$ cat src/rtl/ls_agu.sv
module ls_agu #(
  parameter int AW = 32,
  parameter int CW = 5
) (
  input  logic          clk,
  input  logic          rst_n,
  input  logic          in_valid,
  input  logic [3:0]    mode,
  input  logic [AW-1:0] base,
  input  logic [CW-1:0] ofs_const,
  input  logic [AW-1:0] ofs_reg,
  input  logic [1:0]    size,
  input  logic          dw_unaligned,
  input  logic          scaled,
  output logic          out_valid,
  output logic [AW-1:0] addr,
  output logic [AW-1:0] new_base,
  output logic          base_we,
  output logic          illegal
);

  localparam logic [1:0] SZ_DW = 2'd3;

  logic [2:0]    op;
  logic [AW-1:0] ofs_raw, ofs_eff, modded;
  logic          scale_en, bad;
  logic [AW-1:0] addr_d, nb_d;
  logic          we_d;

  assign op       = {mode[3], mode[1], mode[0]};
  assign ofs_raw  = mode[2] ? ofs_reg : AW'(ofs_const);
  assign scale_en = (mode[2] && dw_unaligned && size == SZ_DW) ? scaled : 1'b1;
  assign ofs_eff  = scale_en ? (ofs_raw << size) : ofs_raw;
  assign modded   = mode[0] ? base + ofs_eff : base - ofs_eff;
  assign bad      = (op == 3'd2) || (op == 3'd3);

  always_comb begin
    addr_d = base;
    nb_d   = base;
    we_d   = 1'b0;
    case (op)
      3'd0, 3'd1: addr_d = modded;
      3'd4, 3'd5: begin addr_d = modded; nb_d = modded; we_d = 1'b1; end
      3'd6, 3'd7: begin nb_d = modded; we_d = 1'b1; end
      default: ;
    endcase
  end

  always_ff @(posedge clk) begin
    if (!rst_n) begin
      out_valid <= 1'b0;
      addr      <= '0;
      new_base  <= '0;
      base_we   <= 1'b0;
      illegal   <= 1'b0;
    end else begin
      out_valid <= in_valid;
      if (in_valid) begin
        addr     <= addr_d;
        new_base <= nb_d;
        base_we  <= we_d;
        illegal  <= bad;
      end
    end
  end

  assert_valid_follows_R9: assert property (@(posedge clk) disable iff (!rst_n)
    in_valid |=> out_valid);
  assert_valid_drops_R9: assert property (@(posedge clk) disable iff (!rst_n)
    !in_valid |=> !out_valid);
  assert_hold_idle_R10: assert property (@(posedge clk) disable iff (!rst_n)
    !in_valid |=> ($stable(addr) && $stable(new_base) && $stable(base_we) && $stable(illegal)));
  assert_illegal_no_wb_R5: assert property (@(posedge clk) disable iff (!rst_n)
    (out_valid && illegal) |-> !base_we);
  assert_illegal_flagged_R5: assert property (@(posedge clk) disable iff (!rst_n)
    (in_valid && !mode[3] && mode[1]) |=> (illegal && new_base == $past(base)));
  assert_pre_same_R3: assert property (@(posedge clk) disable iff (!rst_n)
    (in_valid && mode[3] && !mode[1]) |=> (base_we && addr == new_base));
  assert_post_old_base_R4: assert property (@(posedge clk) disable iff (!rst_n)
    (in_valid && mode[3] && mode[1]) |=> (base_we && addr == $past(base)));
  assert_plain_keeps_base_R2: assert property (@(posedge clk) disable iff (!rst_n)
    (in_valid && !mode[3] && !mode[1]) |=> (!base_we && !illegal && new_base == $past(base)));

endmodule

$ cat config.mk
export PLATFORM = sky130hd
export DESIGN_NAME = ls_agu
export DESIGN_NICKNAME = d
export VERILOG_FILES = /design/src/rtl/ls_agu.sv
export SDC_FILE = /design/constraint.sdc
export NUM_CORES = 1
export LEC_CHECK = 0
export BUFFER_PORTS_ARGS = -buffer_cell sky130_fd_sc_hd__buf_4
export CAP_MARGIN = 5
export CORE_ASPECT_RATIO = 0.7
export CORE_MARGIN = 3
export CORE_UTILIZATION = 60
export DETAILED_ROUTE_END_ITERATION = 12
export GPL_TIMING_DRIVEN = 0
export PLACE_DENSITY_LB_ADDON = 0.25
export SYNTH_ARGS = -nofsm -noshare
export SYNTH_HDL_FRONTEND = slang
export SYNTH_SLANG_ARGS = --single-unit
export TNS_END_PERCENT = 100
$ cat constraint.sdc
create_clock -name clk -period 7.2 [get_ports clk]
set_input_delay 0.72 -clock clk [delete_from_list [all_inputs] [get_ports clk]]
set_output_delay 0.72 -clock clk [all_outputs]
set_load 0.02 [all_outputs]
==> key figures, run 1 <==
Floorplanning
  – Initial Utilization: 62.4%
  – Count of standard-cell rows: 31
  – Die Span Y: 93.5 um
  – Die width: 131 um
  – Floorplan core area: 10500 um^2
  – I/O pins: 147
  – Overall die area: 12200 um^2

Logic synthesis
  – Proportion of synthesized chip area in sequential cells: 20.4%
  – Cell taking the most area after synthesis: dfxtp_1
  – Post-Synthesis Mean Instance Area: 8.07 um^2
  – Most area-consuming cells after synthesis: dfxtp_1, mux2i_1, ha_1
  – Leading cell type by number of instances after synthesis: nor2_1
  – Count of distinct cell types in the synthesized netlist: 80
  – Count of state elements after synthesis: 67
  – Mapped Nets: 934
  – Async set-reset flop share out of synthesis: 0%
  – Number of enable-type register cells in the synthesized netlist: 0
  – Warnings, synthesis: 0
  – Most frequent cells after synthesis: nor2_1, dfxtp_1, a21oi_1, nand2_1, mux2i_1
  – Area share of the largest cell type after synthesis: 20.4%
  – Leading register cell type out of synthesis: dfxtp_1
  – Cell area after technology mapping: 6560 um^2
  – Post-Syn Instances: 813

Global route
  – Tot GR Track Use: 37.0%
  – Number of antenna violations at the first check in global routing: 0
  – First-pass GRT wire length: 35.7 mm
  – Pin count of the biggest net entering global routing: 12
  – Number of global-route vias before repair: 7048
  – Sum of overflow across all layers after global routing: 0

Route
  – DRC viols: 0
  – Count of vias placed by the detailed router: 7525
  – Mean routed wirelength per cell: 20.7 um
  – Total detailed-routing wirelength: 23.2 mm
  – Post-route antenna net violation count: 0
  – Number of iterations in the first detailed-routing pass: 6
  – Mean number of vias per cell: 6.72
  – DR iter-0 viols: 1133

Placement
  – Pre-CTS WS: 0.886 ns
  – Port bufs: 143
  – Final HPWL DP: 17.9 mm
  – Routability cong.: 1.01

Run
  – MaxCap Viol Count: 0

Timing
  – Worst slack on hold paths: 0.481 ns
  – Maximum clock rate: 0.158 GHz
  – Setup-violating endpoint count in the final report: 0
  – Final setup margin: 0.859 ns
  – Final sum of negative setup slack: 0 ns
  – Pins Over Slew Limit: 0
  – Least-Margin Pin Slew: 0.812 ns
  – Clk_skew: 0 ns
  – RSZ-0062 raised after global routing: false
  – Share of the clock period used by the worst path: 88.1%
  – Fin crit period: 6.34 ns
  – Max-slew headroom: 45.9%
  – Count of final hold-check violations: 0

Power
  – Maximum vdd ir drop: 0.149 mV
  – Overall Power: 0.00169 W
  – Leakage power: 3.63 nW
  – Pwr/cell area: 208 nW/um^2

CTS
  – Num CTS Buffers: 9
  – Register clock-pin slew on the reported worst setup and hold paths: 0.06 ns
  – Cts hold-fix bufs: 0
  – Clock tree from TritonCTS: yes
  – Quantity of gates resized following cts: 0
  – Total setup buffers inserted after CTS: 0
  – Skew-Pair Late Insertion Delay: 0.35 ns
  – # H-tree levels: 3
  – Worst-case clock buffer depth: 2
  – Number of clock sinks: 67
  – Cell chosen for the clock root: clkbuf_16

Worst hold path
  – Min-delay worst type: reg2reg

Critical path
  – CP required: 7.45 ns
  – Arrival time at the worst endpoint: 6.59 ns
  – Critical path fanouts, max: 10
  – Category of the worst setup path capture point: register
  – CP Class: in2reg
  – Type of origin of the critical path: input pin

Cells and area
  – Area Overhead vs Synth: 23.9%
  – Number of diodes: 0
  – Number of filler instances in the final layout: 787
  – Share of cells above drive strength 1: 20.2%
  – Layout Nets: 1088

Outcome
  – Result of the run: complete, no violations
## area by class of cell
type | instances | area [um^2] | area share, %
Buffer | 55 | 239 | 2.94
Multi-Input combinational cell | 677 | 4930 | 60.7
Clock inverter | 3 | 46.3 | 0.570
Timing Repair Buffer | 143 | 1070 | 13.2
Sequential cell | 67 | 1340 | 16.5
Tap cell | 148 | 185 | 2.28
Clock buffer | 13 | 260 | 3.20
Inverter | 14 | 52.6 | 0.647
## cell usage in the layout (no fill, tap or decap), types with 9 or more instances in the layout
cell type  synthesis  routed
clkbuf_1          37      39
buf_4              3     146
clkbuf_16          0       9
and3_1            14      14
dfxtp_1           67      67
a21o_1            21      21
xor2_1            11      11
o211ai_1          11      11
nand3_1           12      12
a21oi_1           55      55
xnor2_1           40      40
nor2_1            77      77
inv_1             13      13
a31oi_1           26      26
ha_1              40      40
o21ai_0           47      47
nand2_1           55      55
a211oi_1          22      22
mux2i_1           53      53
a311oi_1           9       9
nor3_1             9       9
nor2b_1           15      15
o21a_1            10      10
## state kept, by name, indices dropped and copies added (netlist names)
register and cells:
addr 32, base_we 1, illegal 1, out_valid 1
new_base 32
## worst max-delay path, cell delays in order
cell and delay [ns]:
buf_4 0.08, buf_4 0.17, nand3b_1 0.40, nor2_1 0.57
clkbuf_1 0.53, nor2_1 0.09, or2_2 0.30, ha_1 0.23
a31oi_1 0.19, xnor2_1 0.20, ha_1 0.33, and2_1 0.20
a221o_1 0.38, o211ai_1 0.28, a21oi_1 0.17, o22ai_1 0.48
a211oi_1 0.29, o41ai_1 0.47, mux2i_1 0.18, o32ai_1 0.32
## metal layers
layer	track usage (%)	share of wire, %	up-vias
met5	0	0	-
met4	13.7	3.3	0
met3	11.1	14	89
met2	51.9	42	579
met1	52.9	41	3464
li1	-	-	3393
## final timing paths
check          startpoint            to  slack (ns)  cells after the start
max               size[0]  new_base[30]        0.86                     20
min reg2reg  new_base[22]  new_base[22]        0.48                      2
min          new_base[22]  new_base[22]        0.48                      2
max reg2reg  new_base[30]  new_base[30]        6.37                      3
## cells by family (layout without fill, tap and decap cells)
family,Yosys count,in the layout,share of synthesized area [%]
compound gates,279,279,29.3
xor+xnor,51,51,6.81
fa+ha+maj,41,41,7.93
buf+inv,69,228,4.44
flops,67,67,20.4
mux,71,71,12.7
simple gates,235,235,18.3
## report_power, final
part           switching [W]  leakage, nW  internal, W  total [W]
logic               0.000466         2.93     0.000330   0.000796
clock network       0.000170        0.146     0.000288   0.000457
registers          0.0000247        0.556     0.000411   0.000435
total               0.000660         3.63      0.00103    0.00169
## through the flow
stage	area, um^2	utilization [%]	cells
finish	8130	77.3	1120
global route	8130	77.3	1120
CTS	8130	77.3	1120
detailed placement	7820	74.4	1104
global placement	7820	74.4	1104
floorplan	6560	-	813
Note: power is estimated with default switching activity, not from simulation.
==> inputs of run 2 (changes only) <==
- CORE_UTILIZATION: 60 -> 51
- clock period: 7.2 -> 5.8 ns (I/O delays scaled with it)
==> run 2 against run 1 <==
Effect of this change:
- via count down 3.1%
- critical endpoint is now addr[29]
- cell area up 1.1%
- highest routed layer unchanged
- sequential share of layout area down 0.18 points
==> key figures, run 2 (synthesis results as in run 1) <==
Floorplanning
  – Overall die area: 14300 um^2 (+17%)
  – I/O pins: 147 (unchanged)
  – Die Span Y: 101 um (+7.9%)
  – Die width: 142 um (+8.1%)
  – Floorplan core area: 12100 um^2 (+15%)
  – Initial Utilization: 54.1% (-8.4 points)
  – Count of standard-cell rows: 33 (+6.5%)

Cells and area
  – Area Overhead vs Synth: 25.2%
  – Combined area of the multi-input logic cells: 4950 um^2 (+0.51%)
  – Number of filler instances in the final layout: 1033 (+31%)
  – Register area: 1340 um^2 (unchanged)
  – Most frequent standard cell in the layout excluding fill and tap cells: buf_4
  – Registers with the most flip-flops: addr: 32 flops, new_base: 32 flops
  – Share of cells above drive strength 1: 21.1% (+0.94 points)
  – Layout Nets: 1092 (+0.37%)
  – Number of diodes: 0 (unchanged)
  – Commonest cells after routing, fill and taps aside: buf_4, nor2_1, dfxtp_1

Timing
  – Max-slew headroom: 42.8% (-3.1 points)
  – Maximum clock rate: 0.186 GHz
  – Setup-violating endpoint count in the final report: 0 (unchanged)
  – Count of final hold-check violations: 0 (unchanged)
  – Share of the clock period used by the worst path: 92.6%
  – RSZ-0062 raised after global routing: false
  – Least-Margin Pin Slew: 0.858 ns (+0.0462 ns)
  – Final setup margin: 0.429 ns (-0.430 ns)
  – Clk_skew: 0 ns (unchanged)
  – Worst slack on hold paths: 0.473 ns (-0.00767 ns)
  – Pins Over Slew Limit: 0 (unchanged)
  – Fin crit period: 5.37 ns

Power
  – Maximum vdd ir drop: 0.189 mV (+26%)
  – Pwr/cell area: 259 nW/um^2 (+25%)
  – Leakage power: 3.67 nW (+1.1%)

CTS
  – Cts hold-fix bufs: 0 (unchanged)
  – Clock tree from TritonCTS: yes
  – # H-tree levels: 3 (unchanged)
  – Number of clock sinks: 67 (unchanged)
  – Skew-Pair Late Insertion Delay: 0.34 ns (about the same)
  – Worst-case clock buffer depth: 2 (unchanged)
  – Register clock-pin slew on the reported worst setup and hold paths: 0.06 ns (about the same)
  – Num CTS Buffers: 9 (unchanged)
  – Cell chosen for the clock root: clkbuf_16

Placement
  – Port bufs: 143 (unchanged)
  – Routability cong.: 1.02 (+1.0%)
  – Final HPWL DP: 18.1 mm (+1.5%)
  – Pre-CTS WS: -0.332 ns (-1.22 ns)

Critical path
  – CP required: 6.00 ns (-1.45 ns)
  – Arrival time at the worst endpoint: 5.57 ns (-1.02 ns)
  – Type of origin of the critical path: input pin
  – CP Class: in2reg
  – Critical path fanouts, max: 10 (unchanged)
  – Category of the worst setup path capture point: register
  – Length in cells of the worst reg-to-reg path: 3 (unchanged)

Worst hold path
  – Number of cells traversed by the worst hold path: 2 (unchanged)
  – Min-delay worst type: reg2reg

Route
  – DRC viols: 0 (unchanged)
  – Mean routed wirelength per cell: 20.3 um (-2.0%)
  – Mean number of vias per cell: 6.44 (-4.2%)
  – DR iter-0 viols: 788 (-30%)
  – Number of iterations in the first detailed-routing pass: 5 (-1)
  – Count of vias placed by the detailed router: 7293 (-3.1%)
  – Post-route antenna net violation count: 0 (unchanged)
  – Total detailed-routing wirelength: 23.0 mm (-0.88%)

Global route
  – First-pass GRT wire length: 35.4 mm (-0.75%)
  – Pin count of the biggest net entering global routing: 13 (+1)
  – Number of antenna violations at the first check in global routing: 0 (unchanged)
  – Sum of overflow across all layers after global routing: 0 (unchanged)
  – Number of global-route vias before repair: 6759 (-4.1%)
  – Tot GR Track Use: 31.2% (-5.8 points)

Run
  – MaxCap Viol Count: 0 (unchanged)

Outcome
  – Result of the run: complete, no violations
==> run 2: cell types whose count changed in the layout (fill, tap and decap cells not counted), sizes merged <==
| cell | delta |
|---|---|
| buf | +4 |
| clkbuf | -2 |
| bufinv | +1 |
| inv | +1 |
==> run 2: critical path: stages <==
cell      delay, ns
buf_4          0.12
buf_6          0.14
nand2_1        0.19
nor2_4         0.28
clkbuf_2       0.32
nor2_1         0.08
or2_2          0.30
ha_1           0.21
a31oi_1        0.16
xnor2_1        0.21
ha_1           0.33
and2_1         0.19
a221o_1        0.39
o311a_1        0.43
a211oi_2       0.38
o211ai_1       0.22
and4b_1        0.26
or4_1          0.52
nand3_1        0.14
a311oi_1       0.10
==> run 2: cell type report <==
cell class | count | share of cell area, %
multi-input combinational | 677 | 60.3
sequential | 67 | 16.3
timing repair buffer | 147 | 13.4
clock buffer | 11 | 2.95
buffer | 55 | 2.92
tap | 157 | 2.39
clock inverter | 5 | 1.04
inverter | 14 | 0.640
==> run 2: what timing repair did <==
item	4_1_cts	5_1_grt
buffers inserted	0	4
gates resized for setup	0	8
setup endpoints to repair	0	26
==> run 2: metal layers <==
layer | up-vias | wire length, um | global-route usage (%)
li1 | 3406 | - | -
met1 | 3434 | 10200 | 45.2
met2 | 426 | 9540 | 45.2
met3 | 27 | 2980 | 10.1
met4 | 0 | 308 | 6.78
met5 | - | 0 | 0
==> run 2: worst paths after layout <==
path / from / end / slack [ns]
worst max-delay path: mode[2] / addr[29] / 0.43
worst min-delay path: addr[22] / addr[22] / 0.47
worst max register to register: addr[30] / addr[30] / 4.95
worst min register to register: addr[22] / addr[22] / 0.47
==> run 2: power by group <==
| part | switching (W) | internal [W] |
|---|---|---|
| combinational | 0.000576 | 0.000412 |
| clock | 0.000215 | 0.000390 |
| sequential | 0.0000284 | 0.000510 |
| total | 0.000820 | 0.00131 |
==> run 2: metrics by stage <==
stage	setup TNS (ns)	power [W]	instance area [um^2]	instances	util (%)
2_1_floorplan	0	0.00120	6560	813	-
3_3_place_gp	-1.67	0.00149	7830	1113	64.5
3_5_place_dp	-2.28	0.00150	7830	1113	64.5
4_1_cts	0	0.00210	8160	1129	67.2
5_1_grt	0	0.00224	8220	1133	67.7
6_report	0	0.00213	8220	1133	67.7
